[src/rtl/mux_ctrl_pkg.sv]
package mux_ctrl_pkg;

  localparam int CMD_W = 8;
  localparam int SEL_W = 4;

  typedef enum logic [1:0] {
    OP_SWITCH   = 2'd0,
    OP_DISABLE  = 2'd1,
    OP_ALL_OPEN = 2'd2,
    OP_RESERVED = 2'd3
  } op_kind_e;

  typedef struct packed {
    op_kind_e         kind;
    logic             close;
    logic             side_b;
    logic             all_mux;
    logic [SEL_W-1:0] target;
  } cmd_dec_t;

endpackage

[src/rtl/rst_sync.sv]
module rst_sync (
  input  logic clk,
  input  logic arst_n,
  output logic srst_n_o
);

  logic [1:0] sync_q;

  always_ff @(posedge clk or negedge arst_n) begin
    if (!arst_n) begin
      sync_q <= 2'b00;
    end else begin
      sync_q <= {sync_q[0], 1'b1};
    end
  end

  assign srst_n_o = sync_q[1];

endmodule

[src/rtl/cmd_decode.sv]
module cmd_decode
  import mux_ctrl_pkg::*;
#(
  parameter int NUM_MUX = 6
) (
  input  logic [CMD_W-1:0] cmd_i,
  output cmd_dec_t         dec_o
);

  localparam int DIS_BASE  = 2 * (NUM_MUX + 1);
  localparam int DIS_LAST  = DIS_BASE + NUM_MUX - 1;
  localparam int CLR_CODE  = 31;

  logic [4:0] code;
  logic [4:0] dis_off;

  always_comb begin
    code         = cmd_i[4:0];
    dis_off      = code - 5'(DIS_BASE);
    dec_o.close  = cmd_i[7];
    dec_o.side_b = cmd_i[0];
    dec_o.all_mux = 1'b0;
    dec_o.target = '0;
    dec_o.kind   = OP_RESERVED;
    if (cmd_i[6:5] != 2'b00) begin
      dec_o.kind = OP_RESERVED;
    end else if (code < 5'(DIS_BASE)) begin
      dec_o.kind    = OP_SWITCH;
      dec_o.target  = cmd_i[4:1];
      dec_o.all_mux = (cmd_i[4:1] == '0);
    end else if (code <= 5'(DIS_LAST)) begin
      dec_o.kind   = OP_DISABLE;
      dec_o.target = SEL_W'(dis_off) + SEL_W'(1);
    end else if ((code == 5'(CLR_CODE)) && !cmd_i[7]) begin
      dec_o.kind = OP_ALL_OPEN;
    end
  end

endmodule

[src/rtl/shadow_bank.sv]
module shadow_bank
  import mux_ctrl_pkg::*;
#(
  parameter int NUM_MUX = 6
) (
  input  logic                 clk,
  input  logic                 rst_n,
  input  logic                 clr_i,
  input  logic                 upd_i,
  input  cmd_dec_t             dec_i,
  output logic [2*NUM_MUX-1:0] shadow_o,
  output logic [2*NUM_MUX-1:0] next_o
);

  localparam int SW_N = 2 * NUM_MUX;

  logic [SW_N-1:0] shadow_q;
  logic [SW_N-1:0] shadow_d;

  for (genvar m = 0; m < NUM_MUX; m++) begin : g_mux
    logic hit, wipe, na, nb;

    always_comb begin
      hit  = (dec_i.kind == OP_SWITCH) &&
             (dec_i.all_mux || (dec_i.target == SEL_W'(m + 1)));
      wipe = (dec_i.kind == OP_ALL_OPEN) ||
             ((dec_i.kind == OP_DISABLE) && (dec_i.target == SEL_W'(m + 1)));
      na   = shadow_q[2*m];
      nb   = shadow_q[2*m+1];
      if (wipe) begin
        na = 1'b0;
        nb = 1'b0;
      end else if (hit) begin
        if (dec_i.side_b) begin
          nb = dec_i.close;
          if (dec_i.close) na = 1'b0;
        end else begin
          na = dec_i.close;
          if (dec_i.close) nb = 1'b0;
        end
      end
    end

    assign next_o[2*m]   = na;
    assign next_o[2*m+1] = nb;

    p_shadow_excl_r3: assert property (@(posedge clk) disable iff (!rst_n)
      !(shadow_q[2*m] && shadow_q[2*m+1]));
  end

  always_comb begin
    shadow_d = shadow_q;
    if (clr_i) begin
      shadow_d = '0;
    end else if (upd_i) begin
      shadow_d = next_o;
    end
  end

  always_ff @(posedge clk or negedge rst_n) begin
    if (!rst_n) begin
      shadow_q <= '0;
    end else begin
      shadow_q <= shadow_d;
    end
  end

  assign shadow_o = shadow_q;

  p_rsvd_hold_r5: assert property (@(posedge clk) disable iff (!rst_n)
    (upd_i && !clr_i && (dec_i.kind == OP_RESERVED)) |=> (shadow_q == $past(shadow_q)));

  p_clear_shadow_r1: assert property (@(posedge clk) disable iff (!rst_n)
    clr_i |=> (shadow_q == '0));

endmodule

[src/rtl/commit_seq.sv]
module commit_seq #(
  parameter int SW_N    = 12,
  parameter int BBM_GAP = 2
) (
  input  logic            clk,
  input  logic            rst_n,
  input  logic            clr_i,
  input  logic            commit_i,
  input  logic [SW_N-1:0] target_i,
  output logic [SW_N-1:0] live_o
);

  localparam int CNT_W = (BBM_GAP > 1) ? $clog2(BBM_GAP) : 1;

  logic [SW_N-1:0]  live_q, live_d;
  logic [SW_N-1:0]  pend_q, pend_d;
  logic [CNT_W-1:0] cnt_q, cnt_d;
  logic             busy_q, busy_d;

  always_comb begin
    live_d = live_q;
    pend_d = pend_q;
    cnt_d  = cnt_q;
    busy_d = busy_q;
    if (clr_i) begin
      live_d = '0;
      pend_d = '0;
      cnt_d  = '0;
      busy_d = 1'b0;
    end else if (commit_i) begin
      live_d = live_q & target_i;
      pend_d = target_i;
      cnt_d  = CNT_W'(BBM_GAP - 1);
      busy_d = |(target_i & ~live_q);
    end else if (busy_q) begin
      if (cnt_q == '0) begin
        live_d = pend_q;
        busy_d = 1'b0;
      end else begin
        cnt_d = cnt_q - CNT_W'(1);
      end
    end
  end

  always_ff @(posedge clk or negedge rst_n) begin
    if (!rst_n) begin
      live_q <= '0;
      pend_q <= '0;
      cnt_q  <= '0;
      busy_q <= 1'b0;
    end else begin
      live_q <= live_d;
      pend_q <= pend_d;
      cnt_q  <= cnt_d;
      busy_q <= busy_d;
    end
  end

  assign live_o = live_q;

  p_no_mixed_edge_r8: assert property (@(posedge clk) disable iff (!rst_n)
    !((|(live_q & ~$past(live_q))) && (|(~live_q & $past(live_q)))));

  p_close_waits_r8: assert property (@(posedge clk) disable iff (!rst_n)
    (commit_i && !clr_i) |=> ((live_q & ~$past(live_q)) == '0));

  p_idle_hold_r6: assert property (@(posedge clk) disable iff (!rst_n)
    (!commit_i && !clr_i && !busy_q) |=> $stable(live_q));

  p_clear_live_r1: assert property (@(posedge clk) disable iff (!rst_n)
    clr_i |=> (live_q == '0));

  for (genvar m = 0; m < SW_N / 2; m++) begin : g_excl
    p_live_excl_r8: assert property (@(posedge clk) disable iff (!rst_n)
      !(live_q[2*m] && live_q[2*m+1]));
  end

endmodule

[src/rtl/mux_stage_ctrl.sv]
module mux_stage_ctrl
  import mux_ctrl_pkg::*;
#(
  parameter int NUM_MUX = 6,
  parameter int BBM_GAP = 2
) (
  input  logic                               clk,
  input  logic                               rst_n,
  input  logic                               cmd_valid_i,
  input  logic [7:0]                         cmd_byte_i,
  input  logic                               cmd_load_i,
  input  logic                               cmd_run_i,
  output logic [NUM_MUX-1:0]                 sw_a_o,
  output logic [NUM_MUX-1:0]                 sw_b_o,
  output logic [((2*NUM_MUX+7)/8)*8-1:0]     status_o
);

  localparam int SW_N   = 2 * NUM_MUX;
  localparam int STAT_W = ((SW_N + 7) / 8) * 8;

  logic            srst_n;
  cmd_dec_t        dec;
  logic            clr, upd, commit;
  logic [SW_N-1:0] shadow, shadow_next, live;

  rst_sync u_rst_sync (
    .clk      (clk),
    .arst_n   (rst_n),
    .srst_n_o (srst_n)
  );

  cmd_decode #(.NUM_MUX(NUM_MUX)) u_decode (
    .cmd_i (cmd_byte_i),
    .dec_o (dec)
  );

  assign clr    = cmd_valid_i && !cmd_run_i;
  assign upd    = cmd_valid_i &&  cmd_run_i;
  assign commit = upd && cmd_load_i;

  shadow_bank #(.NUM_MUX(NUM_MUX)) u_shadow (
    .clk      (clk),
    .rst_n    (srst_n),
    .clr_i    (clr),
    .upd_i    (upd),
    .dec_i    (dec),
    .shadow_o (shadow),
    .next_o   (shadow_next)
  );

  commit_seq #(.SW_N(SW_N), .BBM_GAP(BBM_GAP)) u_commit (
    .clk      (clk),
    .rst_n    (srst_n),
    .clr_i    (clr),
    .commit_i (commit),
    .target_i (shadow_next),
    .live_o   (live)
  );

  for (genvar m = 0; m < NUM_MUX; m++) begin : g_out
    assign sw_a_o[m] = live[2*m];
    assign sw_b_o[m] = live[2*m+1];
  end

  for (genvar k = 0; k < SW_N; k++) begin : g_stat
    assign status_o[STAT_W-1-k] = live[k];
  end

  if (STAT_W > SW_N) begin : g_pad
    assign status_o[STAT_W-SW_N-1:0] = '0;
  end

  p_load_follows_shadow_r7: assert property (@(posedge clk) disable iff (!srst_n)
    (commit && !clr) |=> ((live & ~shadow) == '0));

endmodule

[config.mk]
export PLATFORM = sky130hd
export DESIGN_NAME = mux_stage_ctrl
export DESIGN_NICKNAME = d
export VERILOG_FILES = /design/src/rtl/mux_ctrl_pkg.sv /design/src/rtl/rst_sync.sv /design/src/rtl/cmd_decode.sv /design/src/rtl/shadow_bank.sv /design/src/rtl/commit_seq.sv /design/src/rtl/mux_stage_ctrl.sv
export SDC_FILE = /design/constraint.sdc
export NUM_CORES = 1
export LEC_CHECK = 0
export CAP_MARGIN = 15
export CELL_PAD_IN_SITES_DETAIL_PLACEMENT = 1
export CELL_PAD_IN_SITES_GLOBAL_PLACEMENT = 1
export CORE_MARGIN = 2
export CORE_UTILIZATION = 42
export CTS_BUF_LIST = sky130_fd_sc_hd__clkbuf_8
export DETAILED_ROUTE_END_ITERATION = 10
export PLACE_DENSITY_LB_ADDON = 0.1
export SLEW_MARGIN = 20
export SYNTH_ARGS = -nofsm -noshare
export SYNTH_HDL_FRONTEND = slang
export SYNTH_SLANG_ARGS = --single-unit
[constraint.sdc]
create_clock -name clk -period 1.5 [get_ports clk]
set_input_delay 0.3 -clock clk [delete_from_list [all_inputs] [get_ports clk]]
set_output_delay 0.3 -clock clk [all_outputs]
set_load 0.02 [all_outputs]
==> results.toml, run 1 <==
[logic_synthesis]
synth_area_um2 = 2750
yosys-top-cells-area = "sky130_fd_sc_hd__dfrtp_1 36%, sky130_fd_sc_hd__o21ai_0 5.5%, sky130_fd_sc_hd__buf_4 4.4%"
yosysTopAreaCell = "sky130_fd_sc_hd__dfrtp_1"
postSynthRegisterBits = 40
postSynthAreaPerCell_um2 = 8.19
synth_top_flop_cell = "sky130_fd_sc_hd__dfrtp_1"
sequential_to_total_area_share_from_yosys_stat_pct = 36.4
syn_inst = 336
synthDominantCellAreaShare_pct = 36.4
number_of_different_library_cells_in_the_post_synthesis_netlist = 59
yosysWarnings = 0
number_of_enable_flip_flop_cells_after_synthesis = 0
async_flop_share_pct = 100

[outcome]
flow.first_error = "[ERROR DPL-0033] detailed placement checks failed during check placement."
failing_step = "5_1_grt"
run_status = "stopped before the end"

[die]
floorplan.initialDensity_pct = 43.3
placementRows = 29
die_h_um = 85.0
fp.dieW_um = 85.0
pin_count = 41

[clock_tree]
cts_sinks = 40
clk_path_buf_depth = 2
clock-root-buffer = "sky130_fd_sc_hd__clkbuf_8"
htree_levels = 2
cts_inserted_buffers = 5

[sta]
crit_endpoint = "u_commit.busy_q$_DFF_PN0_/D"
worst_path_end_type = "register data pin"

[placement]
globalplace.congestion = 0.925
dp_hpwl_um = 8330
portBuffers = 36

[grt]
antenna_found_initial = 0
grt_start_max_net_pins = 39
## Yosys cell counts (3+ instances only)
library cell,count
sky130_fd_sc_hd__o31ai_1,8
sky130_fd_sc_hd__nand2_1,30
sky130_fd_sc_hd__or2_2,3
sky130_fd_sc_hd__clkbuf_1,8
sky130_fd_sc_hd__o2bb2ai_1,8
sky130_fd_sc_hd__nand4_1,3
sky130_fd_sc_hd__inv_1,24
sky130_fd_sc_hd__o21ai_0,30
sky130_fd_sc_hd__buf_2,7
sky130_fd_sc_hd__o211ai_1,4
sky130_fd_sc_hd__o21ai_1,7
sky130_fd_sc_hd__a31oi_1,7
sky130_fd_sc_hd__dfrtp_1,40
sky130_fd_sc_hd__buf_4,16
sky130_fd_sc_hd__and2_1,3
sky130_fd_sc_hd__nand2b_1,9
sky130_fd_sc_hd__nand3_1,12
sky130_fd_sc_hd__a21o_1,5
sky130_fd_sc_hd__a21oi_1,17
sky130_fd_sc_hd__nor3_1,5
sky130_fd_sc_hd__nor3b_1,3
sky130_fd_sc_hd__and3b_1,3
sky130_fd_sc_hd__and3_1,3
sky130_fd_sc_hd__o22ai_1,16
sky130_fd_sc_hd__nor2_1,16
sky130_fd_sc_hd__nor4_1,3
sky130_fd_sc_hd__a41oi_1,3
sky130_fd_sc_hd__nor2b_1,3
## metrics by stage
step                      cell area, µm²  std cells  TNS, ns  worst slack [ns]
after floorplan                     2900        339   -14.57            -0.711
after CTS                           4480        534   -11.83            -0.544
after detailed placement            3830        512   -46.51             -1.49
after global placement              3830        512   -43.00             -1.37
## repair_timing
| item | in CTS |
|---|---|
| hold buffers | 0 |
| setup buffers | 16 |
| pin swaps | 53 |
| gates resized for setup | 174 |
| setup endpoints to repair | 61 |
## logic make-up after synthesis
| group | after synthesis | synth area share, % |
|---|---|---|
| compound gates | 128 | 30.8 |
| xor+xnor | 1 | 0.318 |
| fa+ha+maj | 2 | 0.909 |
| buf+inv | 56 | 10.1 |
| flops | 40 | 36.4 |
| mux | 2 | 0.727 |
| other cells | 2 | 0.273 |
| simple gates | 105 | 20.5 |
==> run 2, diff against run 1 <==
--- a/config.mk
+++ b/config.mk
@@ -6,13 +6,10 @@
 export NUM_CORES = 1
 export LEC_CHECK = 0
 export CAP_MARGIN = 15
-export CELL_PAD_IN_SITES_DETAIL_PLACEMENT = 1
-export CELL_PAD_IN_SITES_GLOBAL_PLACEMENT = 1
 export CORE_MARGIN = 2
-export CORE_UTILIZATION = 42
-export CTS_BUF_LIST = sky130_fd_sc_hd__clkbuf_8
+export CORE_UTILIZATION = 40
 export DETAILED_ROUTE_END_ITERATION = 10
-export PLACE_DENSITY_LB_ADDON = 0.1
+export PLACE_DENSITY_LB_ADDON = 0.15
 export SLEW_MARGIN = 20
 export SYNTH_ARGS = -nofsm -noshare
 export SYNTH_HDL_FRONTEND = slang
==> run 2 against run 1 <==
The flow now finishes, with violations (negative setup slack). Synthesized cell count stayed put. Area after synthesis stayed put.
==> results.toml, run 2 <==
[die]
fp.dieW_um = 87.0
dieArea_um2 = 7560
placementRows = 30
pin_count = 41
coreArea_um2 = 6720
floorplan.initialDensity_pct = 41.0
die_h_um = 87.0

[sta]
final_hold_viol_count = 0
setup-violations-final = 37
slew_viol_final = 0
post-route-min-period_ns = 2.14
post-route-worst-setup-slack_ns = -0.636
post_route_skew_ns = 0.0104
fmax_mhz = 468
grt_setup_unrepaired = "true"
finalCritPeriodShare_pct = 142

[logic_synthesis]
number_of_enable_flip_flop_cells_after_synthesis = 0
syn_inst = 336
synth_area_um2 = 2750
postSynthRegisterBits = 40
postSynthAreaPerCell_um2 = 8.19
yosysTopAreaCell = "sky130_fd_sc_hd__dfrtp_1"
number_of_different_library_cells_in_the_post_synthesis_netlist = 59
async_flop_share_pct = 100
yosysWarnings = 0
synth_common_cells = "40 x sky130_fd_sc_hd__dfrtp_1, 30 x sky130_fd_sc_hd__nand2_1, 30 x sky130_fd_sc_hd__o21ai_0, 24 x sky130_fd_sc_hd__inv_1, 17 x sky130_fd_sc_hd__a21oi_1"
synthDominantCellAreaShare_pct = 36.4
synth_top_flop_cell = "sky130_fd_sc_hd__dfrtp_1"
synthMostInstantiatedCell = "sky130_fd_sc_hd__dfrtp_1"
yosys-top-cells-area = "sky130_fd_sc_hd__dfrtp_1 36%, sky130_fd_sc_hd__o21ai_0 5.5%, sky130_fd_sc_hd__buf_4 4.4%"
sequential_to_total_area_share_from_yosys_stat_pct = 36.4

[clock_tree]
tritoncts = "built"
htree_levels = 2
worst_setup_hold_path_clk_slew_ns = 0.08
later_pin_clock_latency_in_the_skew_report_ns = 0.29
clock-root-buffer = "sky130_fd_sc_hd__clkbuf_8"
cts_sinks = 40
ctsHoldBuffers = 0
cts_inserted_buffers = 5
clk_path_buf_depth = 2

[setup_path]
crit_path_max_fanout = 5
worst-endpoint-arrival_ns = 2.31
critical_path_required_ns = 1.68
cp_capture_point = "u_shadow.shadow_o[11]"
startpoint = "cmd_byte_i[4]"
endpoint_kind = "register"
regToRegSetupSlack_ns = -0.51
critPathLaunchType = "input port"
setup.worst_path.class = "in2reg"
critical_path.reg2reg.endpoint = "u_commit.busy_q"
r2r.worst_path.cells = 7
critical_path.reg2reg.startpoint = "u_commit.live_o[10]"

[drt]
drt_iter0_drc = 211
firstDrtPassIters = 5
route.vias.total = 3097
routed_length_per_instance_um = 18.0
drt-vias-per-instance = 5.74
finalWirelength_um = 9720
drc = 0
ant_nets = 0

[placement]
globalplace.congestion = 0.888
placed_area_um2 = 3810
dp_hpwl_um = 6800
portBuffers = 36
place_worst_setup_slack_ns = -1.40

[cells_and_area]
post-route-cell-area_um2 = 4580
nets = 474
mostFrequentLayoutCell = "sky130_fd_sc_hd__buf_4"
layout.cells.most_common_list = "88 x sky130_fd_sc_hd__buf_4, 40 x sky130_fd_sc_hd__dfrtp_1, 25 x sky130_fd_sc_hd__nand2_1"
synthToLayoutAreaGrowth_pct = 66.4
drive_gt1_share_pct = 47.8
antenna_cells_inserted = 0

[flow_run]
maxCapViolCount = 0

[pwr]
leak_pwr_nw = 2.00
power_per_cell_area_nw_per_um2 = 569
vdd.ir_drop.worst_v = 0.000651

[outcome]
run_status = "complete, but fails checks"
violated_checks = "negative setup slack"

[hold_path]
timing.hold.worst.class = "in2async"

[grt]
grt_start_max_net_pins = 39
antenna_found_initial = 0
grt_first_pass_wirelength_um = 15300
first_global_vias = 3064
grt_usage_pct = 26.1
grt_remaining_overflow = 0
==> run 2: repair_timing <==
| action | 4_1_cts | 5_1_grt |
|---|---|---|
| setup endpoints to repair | 61 | 41 |
| buffers inserted | 22 | 2 |
| pin swaps | 61 | 18 |
| cloned | 0 | 0 |
| gates resized for setup | 174 | 29 |
==> run 2: how the worst min path moves through the flow <==
stage	start	to	slack, ns	depth (start not counted)
after floorplan	rst_n	u_rst_sync.sync_q[0]	0.004	0
after global placement	u_rst_sync.sync_q[1]	u_commit.pend_q[9]	0.31	1
after detailed placement	u_rst_sync.sync_q[1]	u_commit.pend_q[9]	0.31	1
after CTS	rst_n	u_rst_sync.sync_q[0]	0.15	1
after global routing	rst_n	u_rst_sync.sync_q[0]	0.14	1
final	rst_n	u_rst_sync.sync_q[1]	0.15	1
==> run 2: per-stage QoR <==
step / power [mW] / hold WS, ns / utilization, % / std cells / setup TNS, ns
final: 2.60 / 0.153 / 68.2 / 540 / -12.96
after global routing: 2.71 / 0.145 / 68.2 / 540 / -15.28
after CTS: 2.57 / 0.149 / 66.6 / 538 / -10.81
after detailed placement: 1.70 / 0.309 / 56.7 / 512 / -44.87
after global placement: 1.70 / 0.307 / 56.7 / 512 / -43.45
after floorplan: 1.43 / 0.00441 / - / 339 / -14.57
==> run 2: report_power, final <==
| group | leakage, nW | internal, mW | switching [mW] | total [mW] |
|---|---|---|---|---|
| Clock | 0.0510 | 0.368 | 0.394 | 0.761 |
| Sequential | 0.553 | 1.09 | 0.00920 | 1.10 |
| Combinational | 1.40 | 0.342 | 0.398 | 0.740 |
==> run 2: cells by family after synthesis <==
group	count (synthesis)	share of synthesized area [%]
xor gates and xnor gates	1	0.318
adders and majority gates	2	0.909
other	2	0.273
DFF	40	36.4
muxes	2	0.727
buffers and inverters	56	10.1
and+or+nand+nor	105	20.5
AOI/OAI and AO/OA	128	30.8
==> run 2: worst max-delay path, stage by stage <==
cell	delay [ns]
sky130_fd_sc_hd__buf_8	0.10
sky130_fd_sc_hd__or3_4	0.41
sky130_fd_sc_hd__a2111oi_4	0.39
sky130_fd_sc_hd__nand2_2	0.14
sky130_fd_sc_hd__buf_6	0.15
sky130_fd_sc_hd__o31ai_4	0.32
sky130_fd_sc_hd__o21ai_1	0.14
sky130_fd_sc_hd__a22oi_2	0.24
sky130_fd_sc_hd__o22ai_1	0.11
==> run 2: layout make-up <==
class                   instances  area (µm²)
multi-input cells             243        2040
clock inverters                 2        10.0
fillers                       537        2140
well taps                      80         100
repair buffers                145        1240
inverters                      24         100
clock buffers                   6        82.6
flip-flops and latches         40        1000
==> run 2: metal layers <==
metal,up-vias,track usage (%),share of wire [%]
met5,-,0,0
met4,0,9.94,3.0
met3,26,4.36,4.3
met2,92,42.7,49
met1,1508,34.5,44
li1,1471,-,-
Power figures use the tool's default switching activity.
